===== config.mk =====
export PLATFORM = sky130hd
export DESIGN_NAME = phy_mgmt_bridge
export DESIGN_NICKNAME = d
export VERILOG_FILES = /design/src/rtl/mdio_pkg.sv /design/src/rtl/mdio_clk_div.sv /design/src/rtl/mdio_ctrl.sv /design/src/rtl/mdio_datapath.sv /design/src/rtl/phy_mgmt_bridge.sv
export SDC_FILE = /design/constraint.sdc
export NUM_CORES = 1
export LEC_CHECK = 0
export BUFFER_PORTS_ARGS = -buffer_cell sky130_fd_sc_hd__buf_2
export CAP_MARGIN = 15
export CORE_MARGIN = 5
export CORE_UTILIZATION = 45
export CTS_CLUSTER_SIZE = 10
export DETAILED_ROUTE_END_ITERATION = 8
export PLACE_DENSITY = 0.69
export SLEW_MARGIN = 30
export SYNTH_ARGS = -nofsm -noshare
export SYNTH_HDL_FRONTEND = slang
export SYNTH_HIERARCHICAL = 1
export SYNTH_SLANG_ARGS = --single-unit

===== constraint.sdc =====
create_clock -name clk -period 2.45 [get_ports clk]
set_input_delay 0 -clock clk [delete_from_list [all_inputs] [get_ports clk]]
set_output_delay 0 -clock clk [all_outputs]
set_load 0.005 [all_outputs]

===== src/rtl/mdio_pkg.sv =====
package mdio_pkg;
  localparam int DATA_W      = 16;
  localparam int REG_W       = 5;
  localparam int PHY_W       = 5;
  localparam int PRE_LEN     = 32;
  localparam int FRAME_BITS  = PRE_LEN + 2 + 2 + PHY_W + REG_W + 2 + DATA_W;
  localparam int HDR_BITS    = PRE_LEN + 2 + 2 + PHY_W + REG_W;
  localparam int DATA_START  = HDR_BITS + 2;
  localparam int IDX_W       = $clog2(FRAME_BITS);

  typedef struct packed {
    logic load;
    logic sample;
    logic advance;
    logic finish;
  } mgmtStb_t;
endpackage


===== src/rtl/mdio_clk_div.sv =====
module mdio_clk_div #(
  parameter int DIV_HALF = 2
) (
  input  logic clk,
  input  logic rstN,
  input  logic start,
  input  logic run,
  output logic mdc,
  output logic riseStb,
  output logic fallStb
);
  localparam int CNT_W = $clog2(DIV_HALF + 1);
  localparam logic [CNT_W-1:0] CNT_LAST = CNT_W'(DIV_HALF - 1);

  logic [CNT_W-1:0] cnt;
  logic             wrap;

  assign wrap    = run && (cnt == CNT_LAST);
  assign riseStb = wrap && !mdc;
  assign fallStb = wrap && mdc;

  always_ff @(posedge clk or negedge rstN) begin
    if (!rstN) begin
      cnt <= '0;
      mdc <= 1'b0;
    end else if (start) begin
      cnt <= '0;
      mdc <= 1'b0;
    end else if (run) begin
      if (wrap) begin
        cnt <= '0;
        mdc <= !mdc;
      end else begin
        cnt <= cnt + 1'b1;
      end
    end else begin
      mdc <= 1'b0;
    end
  end
endmodule


===== src/rtl/mdio_ctrl.sv =====
module mdio_ctrl
  import mdio_pkg::*;
(
  input  logic     clk,
  input  logic     rstN,
  input  logic     wrEn,
  input  logic     opWrite,
  input  logic     riseStb,
  input  logic     fallStb,
  output logic     busy,
  output logic     mdioOe,
  output mgmtStb_t stb
);
  localparam logic [IDX_W-1:0] LAST_IDX  = IDX_W'(FRAME_BITS - 1);
  localparam logic [IDX_W-1:0] HDR_IDX   = IDX_W'(HDR_BITS);
  localparam logic [IDX_W-1:0] DATA_IDX  = IDX_W'(DATA_START);

  logic [IDX_W-1:0] bitIdx;
  logic             lastBit;

  assign lastBit     = (bitIdx == LAST_IDX);
  assign stb.load    = wrEn && !busy;
  assign stb.sample  = busy && riseStb && !opWrite && (bitIdx >= DATA_IDX);
  assign stb.advance = busy && fallStb && !lastBit;
  assign stb.finish  = busy && fallStb && lastBit;
  assign mdioOe      = busy && (opWrite || (bitIdx < HDR_IDX));

  always_ff @(posedge clk or negedge rstN) begin
    if (!rstN) begin
      busy   <= 1'b0;
      bitIdx <= '0;
    end else if (stb.load) begin
      busy   <= 1'b1;
      bitIdx <= '0;
    end else if (stb.finish) begin
      busy   <= 1'b0;
      bitIdx <= '0;
    end else if (stb.advance) begin
      bitIdx <= bitIdx + 1'b1;
    end
  end
endmodule


===== src/rtl/mdio_datapath.sv =====
module mdio_datapath
  import mdio_pkg::*;
#(
  parameter int PHY_ADDR = 1
) (
  input  logic              clk,
  input  logic              rstN,
  input  mgmtStb_t          stb,
  input  logic              cmdFlag,
  input  logic [REG_W-1:0]  cmdReg,
  input  logic [DATA_W-1:0] cmdData,
  input  logic              mdioIn,
  output logic              mdioOut,
  output logic              opWrite,
  output logic [31:0]       rdData
);
  localparam logic [PHY_W-1:0] PHY_FIELD = PHY_W'(PHY_ADDR);

  logic              flag;
  logic [REG_W-1:0]  regAddr;
  logic [DATA_W-1:0] dataReg;
  logic [DATA_W-1:0] rxShift;
  logic [FRAME_BITS-1:0] txShift;
  logic [FRAME_BITS-1:0] frameInit;

  always_comb begin
    if (cmdFlag)
      frameInit = {{PRE_LEN{1'b1}}, 2'b01, 2'b01, PHY_FIELD, cmdReg, 2'b10, cmdData};
    else
      frameInit = {{PRE_LEN{1'b1}}, 2'b01, 2'b10, PHY_FIELD, cmdReg, {(2+DATA_W){1'b1}}};
  end

  assign mdioOut = txShift[FRAME_BITS-1];
  assign opWrite = flag;
  assign rdData  = {flag, {(31-REG_W-DATA_W){1'b0}}, regAddr, dataReg};

  always_ff @(posedge clk or negedge rstN) begin
    if (!rstN) begin
      flag    <= 1'b0;
      regAddr <= '0;
      dataReg <= '0;
      rxShift <= '0;
      txShift <= '0;
    end else begin
      if (stb.load) begin
        flag    <= cmdFlag;
        regAddr <= cmdReg;
        dataReg <= cmdData;
        txShift <= frameInit;
      end else if (stb.advance) begin
        txShift <= {txShift[FRAME_BITS-2:0], 1'b0};
      end
      if (stb.sample)
        rxShift <= {rxShift[DATA_W-2:0], mdioIn};
      if (stb.finish) begin
        txShift <= '0;
        if (flag) begin
          flag <= 1'b0;
        end else begin
          flag    <= 1'b1;
          dataReg <= rxShift;
        end
      end
    end
  end
endmodule


===== src/rtl/phy_mgmt_bridge.sv =====
module phy_mgmt_bridge
  import mdio_pkg::*;
#(
  parameter int DIV_HALF = 2,
  parameter int PHY_ADDR = 1
) (
  input  logic        clk,
  input  logic        rstN,
  input  logic        wrEn,
  input  logic [31:0] wrData,
  output logic [31:0] rdData,
  output logic        busy,
  output logic        mdc,
  output logic        mdioOut,
  output logic        mdioOe,
  input  logic        mdioIn
);
  mgmtStb_t stb;
  logic     riseStb;
  logic     fallStb;
  logic     opWrite;
  logic     unusedWrBits;

  assign unusedWrBits = ^wrData[30:REG_W+DATA_W];

  mdio_clk_div #(.DIV_HALF(DIV_HALF)) i_div (
    .clk(clk), .rstN(rstN), .start(stb.load), .run(busy),
    .mdc(mdc), .riseStb(riseStb), .fallStb(fallStb)
  );

  mdio_ctrl i_ctrl (
    .clk(clk), .rstN(rstN), .wrEn(wrEn), .opWrite(opWrite),
    .riseStb(riseStb), .fallStb(fallStb),
    .busy(busy), .mdioOe(mdioOe), .stb(stb)
  );

  mdio_datapath #(.PHY_ADDR(PHY_ADDR)) i_dp (
    .clk(clk), .rstN(rstN), .stb(stb),
    .cmdFlag(wrData[31]), .cmdReg(wrData[REG_W+DATA_W-1:DATA_W]),
    .cmdData(wrData[DATA_W-1:0]), .mdioIn(mdioIn),
    .mdioOut(mdioOut), .opWrite(opWrite), .rdData(rdData)
  );
endmodule


Word level (Yosys, flattened, before mapping)
Cells that the tools add are included.
{"block": "word_totals", "output_inout_bits": 36, "reg_bits": 112}
{"block": "op_classes", "n_reduce_logical": 19, "add_sub_neg": 2, "eq_ne": 3, "magnitude_cmp": 2, "n_mux": 21}
{"operator": "$mux W64", "count": 3}
{"operator": "$mux W16", "count": 3}
{"operator": "$mux W30", "count": 1}
{"operator": "$mux W6", "count": 3}
{"operator": "$logic_and A1 B1 Y1", "count": 11}
{"operator": "$mux W1", "count": 8}
{"operator": "$add A6 B1 Y6 const B", "count": 1}
{"operator": "$eq A6 B6 Y1 const B", "count": 1}
{"operator": "$ge A6 B6 Y1 const B", "count": 1}
{"operator": "$lt A6 B6 Y1 const B", "count": 1}
{"operator": "$mux W2", "count": 3}
{"operator": "$logic_not A1 Y1", "count": 4}
{"operator": "$reduce_bool A2 Y1", "count": 2}
{"operator": "$ne A3 B3 Y1 const B", "count": 1}
{"operator": "$reduce_bool A3 Y1", "count": 1}
{"operator": "$add A2 B1 Y2 const B", "count": 1}
{"operator": "$eq A2 B1 Y1 const B", "count": 1}
{"operator": "$logic_or A1 B1 Y1", "count": 1}

Longest topological paths before layout
{"block": "depth", "word_depth": 8, "ltp_mapped": 9, "mapped_depth_nobuf": 7}

By module
The synthesis kept the hierarchy.
{"mod": "mdio_datapath", "seq_area_each_um2": 2552.4, "cells_per_inst": 425, "instances": 1, "area_each_um2": 4743.3}
{"mod": "mdio_ctrl", "seq_area_each_um2": 175.2, "cells_per_inst": 46, "instances": 1, "area_each_um2": 409.1}
{"mod": "mdio_clk_div", "seq_area_each_um2": 75.1, "cells_per_inst": 12, "instances": 1, "area_each_um2": 147.6}

Worst setup path after synthesis
OpenSTA, ideal clock, no wires.
{"block": "synth_timing", "path_kind": "register to register", "startpoint": "reg i_ctrl.busy", "endpoint": "reg i_dp.txShift[14]", "setup_slack_ns": 0.223, "arrival_ns": 2.095, "period_less_slack_ns": 2.227, "path_stages_with_launch": 10, "required_ns": 2.318, "path_cell_list": "dfrtp_1 -> nand2_1 -> nor3b_1 -> and2_1 -> o21a_1 -> buf_6 -> buf_6 -> mux2_4 -> o22ai_1 -> nor2_1"}
{"item": "start: declaration", "line_no": "mdio_ctrl.sv:10", "text": "output logic busy,"}
{"item": "start signal: assignment", "line_no": "mdio_ctrl.sv:30", "text": "busy <= 1'b0;"}
{"item": "start signal: assignment", "line_no": "mdio_ctrl.sv:33", "text": "busy <= 1'b1;"}
{"item": "start signal: assignment", "line_no": "mdio_ctrl.sv:36", "text": "busy <= 1'b0;"}
{"item": "end signal: assignment", "line_no": "mdio_datapath.sv:49", "text": "txShift <= frameInit;"}
{"item": "end signal: assignment", "line_no": "mdio_datapath.sv:51", "text": "txShift <= {txShift[FRAME_BITS-2:0], 1'b0};"}
{"item": "end: declaration", "line_no": "mdio_datapath.sv:23", "text": "logic [FRAME_BITS-1:0] txShift;"}

==> run_results.csv <==
group,metric,value,unit
power_and_ir_drop,seq_power_share,0.443,
logic_synthesis,synth.yosys.seq_area_share,0.529,
clocking,cts_root_buffer,"clkbuf_16",
worst_setup_path,crit_type,"register to register",
grt,grt_pass1_wl,17.5,mm
clocking,clkTransAtPathRegs,0.07,ns
timing,worst_pin_slew,0.658,ns
logic_synthesis,synth_flop_cell,"dfrtp_1",
power_and_ir_drop,ir_drop,0.538,mV
timing,post-route-period-util,0.897,
power_and_ir_drop,clkPwrFrac,0.245,
final_layout,syn2layout_area_growth,16.7,%
routing,routed_wl,9.90,mm
logic_synthesis,synth.cell_area,5300,µm²
grt,grt_usage,0.146,
power_and_ir_drop,p_sw_frac,0.311,
die,die_w,119,µm
placed_design,dp_hpwl,6.05,mm
clocking,clock_path_buffers,2,
logic_synthesis,synth-seq-cells,112,
timing,fin_crit,2.20,ns
logic_synthesis,synthDistinctLibCells,40,
grt,grt_max_degree,66,
clocking,ctsResizeCount,0,
power_and_ir_drop,power.switching,1860,µW
worst_setup_path,start_kind,"register",
clocking,h-tree-depth,3,
final_layout,drive_above_1_share,0.214,
die,dieArea,14000,µm²
routing,antenna_left,0,
routing,num_vias,3617,
clocking,worstSkewPairLatency,0.34,ns
hold_path,hold_class,"primary input to register",
die,fp.dieH,119,µm
die,initial_core_util,0.462,
clocking,cts.sinks,112,
worst_setup_path,worstPathRequired,2.63,ns
clocking,numCtsBuffers,9,
timing,finalSetupTns,0,ns
worst_setup_path,end_kind,"register",
placed_design,port_buffers,51,
logic_synthesis,synth_edf_count,0,
outcome,outcome,"finished, final reports clean",
timing,hold_slack,0.119,ns
run,maxCapViolations,0,
die,rows,39,
logic_synthesis,synthArstFlopShare,1.00,
grt,grt-ovfl-total,0,
routing,drc,0,
placed_design,gp_congestion,0.731,
clocking,cts_tree,"built",
worst_setup_path,arrival,2.37,ns
routing,firstDrtPassIters,4,
worst_setup_path,r2r_slack,0.25,ns
power_and_ir_drop,p_int,4130,µW
power_and_ir_drop,power-per-cell-area,968,nW/µm²
die,num_io_pins,72,
routing,vias_per_cell,5.24,
routing,drt_iter0_drc,199,
final_layout,nets,579,
routing,wl_per_cell,14.3,µm
power_and_ir_drop,power_leakage,0.00282,µW
timing,hold_viol,0,
grt,grt_pass1_vias,3616,
timing,slew_headroom,0.561,
timing,setup_viol_count_final,0,
logic_synthesis,synthCells,483,
logic_synthesis,synth.avg_cell_area,11.0,µm²
final_layout,fill_cells,963,
worst_setup_path,cp_max_fo,26,
power_and_ir_drop,comb_power_share,0.312,
timing,drv_slew,0,
final_layout,num_antenna_cells,0,
grt,antenna_found_initial,0,
timing,rsz0062_at_grt,"no",
timing,fin_skew,0.00782,ns
logic_synthesis,synth_warnings,6,
timing,clock.fmax,455,MHz
die,core_area,11500,µm²
-- Yosys cell counts (all sizes together) (2+ instances only) --
cell	instances	area [µm²]
nor3b	2	20.0
clkbuf	15	56.3
a21oi	6	30.0
nor3	8	40.0
o22ai	2	12.5
inv	18	67.6
nand2	24	92.6
dfrtp	112	2800
and2	3	18.8
mux2i	27	270
a211oi	49	368
a311oi	14	123
nor2b	48	308
nand3	3	15.0
or3	2	12.5
nor2	46	173
xnor2	2	17.5
buf	34	253
o21ai	20	100
o21a	4	30.0
mux2	32	398
-- power by group through the flow --
stage	registers (µW)	logic, µW	clock network (µW)
2_1_floorplan	2620	1470	0
3_3_place_gp	2660	1780	0
3_5_place_dp	2680	1840	0
4_1_cts	2650	1890	1520
5_1_grt	2720	2110	1590
6_report	2650	1870	1470
-- worst paths after layout --
kind	endpoint	cells past startpoint	start
min	i_dp/txShift[2]$_DFFE_PN0P_	2	wrData[31]
min in group asynchronous	i_dp/regAddr[0]$_DFFE_PN0P_	2	rstN
max	i_dp/txShift[4]$_DFFE_PN0P_	8	i_div/cnt[0]$_DFFE_PN0P_
max reg2reg	i_dp/txShift[4]$_DFFE_PN0P_	8	i_div/cnt[0]$_DFFE_PN0P_
max in group asynchronous	i_dp/txShift[14]$_DFFE_PN0P_	3	rstN
min reg2reg	i_dp/dataReg[15]$_DFF_PN0_	2	i_dp/rxShift[15]$_DFFE_PN0P_
-- cell type report --
cell class,instances,area (µm²),area share
inverter,18,67.6,0.0109
tap,143,179,0.0289
sequential,112,2800,0.453
multi-input combinational,313,2180,0.352
clock inverter,4,53.8,0.00870
timing repair buffer,88,658,0.106
clock buffer,12,246,0.0398
-- state kept, by name, summed over array words and instances, names as in the netlist --
register	flops
i_dp/opWrite	1
i_dp/txShift	64
i_dp/dataReg	16
i_dp/rxShift	16
i_div/cnt	2
i_dp/regAddr	5
i_ctrl/bitIdx	6
i_ctrl/busy	1
i_div/mdc	1
-- repair_timing --
action | 4_1_cts | 5_1_grt
endpoints found under the hold margin | 91 | 0
hold buffers | 24 | 0
setup buffers | 0 | 0
-- critical path, cell delays in order, from the launching register on --
cell      delay, ns
dfrtp_1        0.39
nand2_1        0.09
nor3b_1        0.26
and2_1         0.24
o21a_4         0.30
buf_4          0.31
nor2b_1        0.08
a211oi_1       0.27
a311oi_1       0.10
-- cells by family (layout without fill, tap and decap cells) --
group / Yosys count / count (layout) / share of synthesized area
flops: 112 / 112 / 0.529
compound gates: 101 / 101 / 0.134
mux: 59 / 59 / 0.126
other cells: 1 / 10 / 0.000708
fa+ha+maj: 1 / 1 / 0.00236
xor+xnor: 2 / 2 / 0.00331
buf+inv: 67 / 122 / 0.0711
simple gates: 140 / 140 / 0.134
-- through the flow --
stage          cell area, µm²  cells  setup slack, ns  power (µW)  utilization
2_1_floorplan            5330    492            0.223        4090            -
3_3_place_gp             5650    650            0.376        4440        0.492
3_5_place_dp             5650    650            0.321        4520        0.492
4_1_cts                  6190    690            0.248        6060        0.540
5_1_grt                  6190    690           0.0498        6420        0.540
6_report                 6190    690            0.253        5990        0.540
-- cell usage in the layout, fill, tap and decap left out, drive strengths merged, types with 2 or more instances in the layout --
master	instances
mux2i	27
or3	2
dlygate4sd3	24
o22ai	2
a211oi	49
a21oi	6
nor3b	2
conb	10
clkinvlp	2
nand3	3
a311oi	14
nand2	24
nor3	8
nor2b	48
dfrtp	112
mux2	32
o21ai	20
xnor2	2
clkbuf	12
and2	3
o21a	4
buf	64
nor2	46
inv	18
-- per-layer routing --
layer,up-vias,routed length (µm),global-route usage,share of wire
met5,-,0,0,0
met4,0,181,0.0588,0.018
met3,15,311,0.0220,0.031
met2,59,4720,0.237,0.48
met1,1757,4680,0.198,0.47
li1,1786,-,-,-
Note: power is estimated with default switching activity, not from simulation.
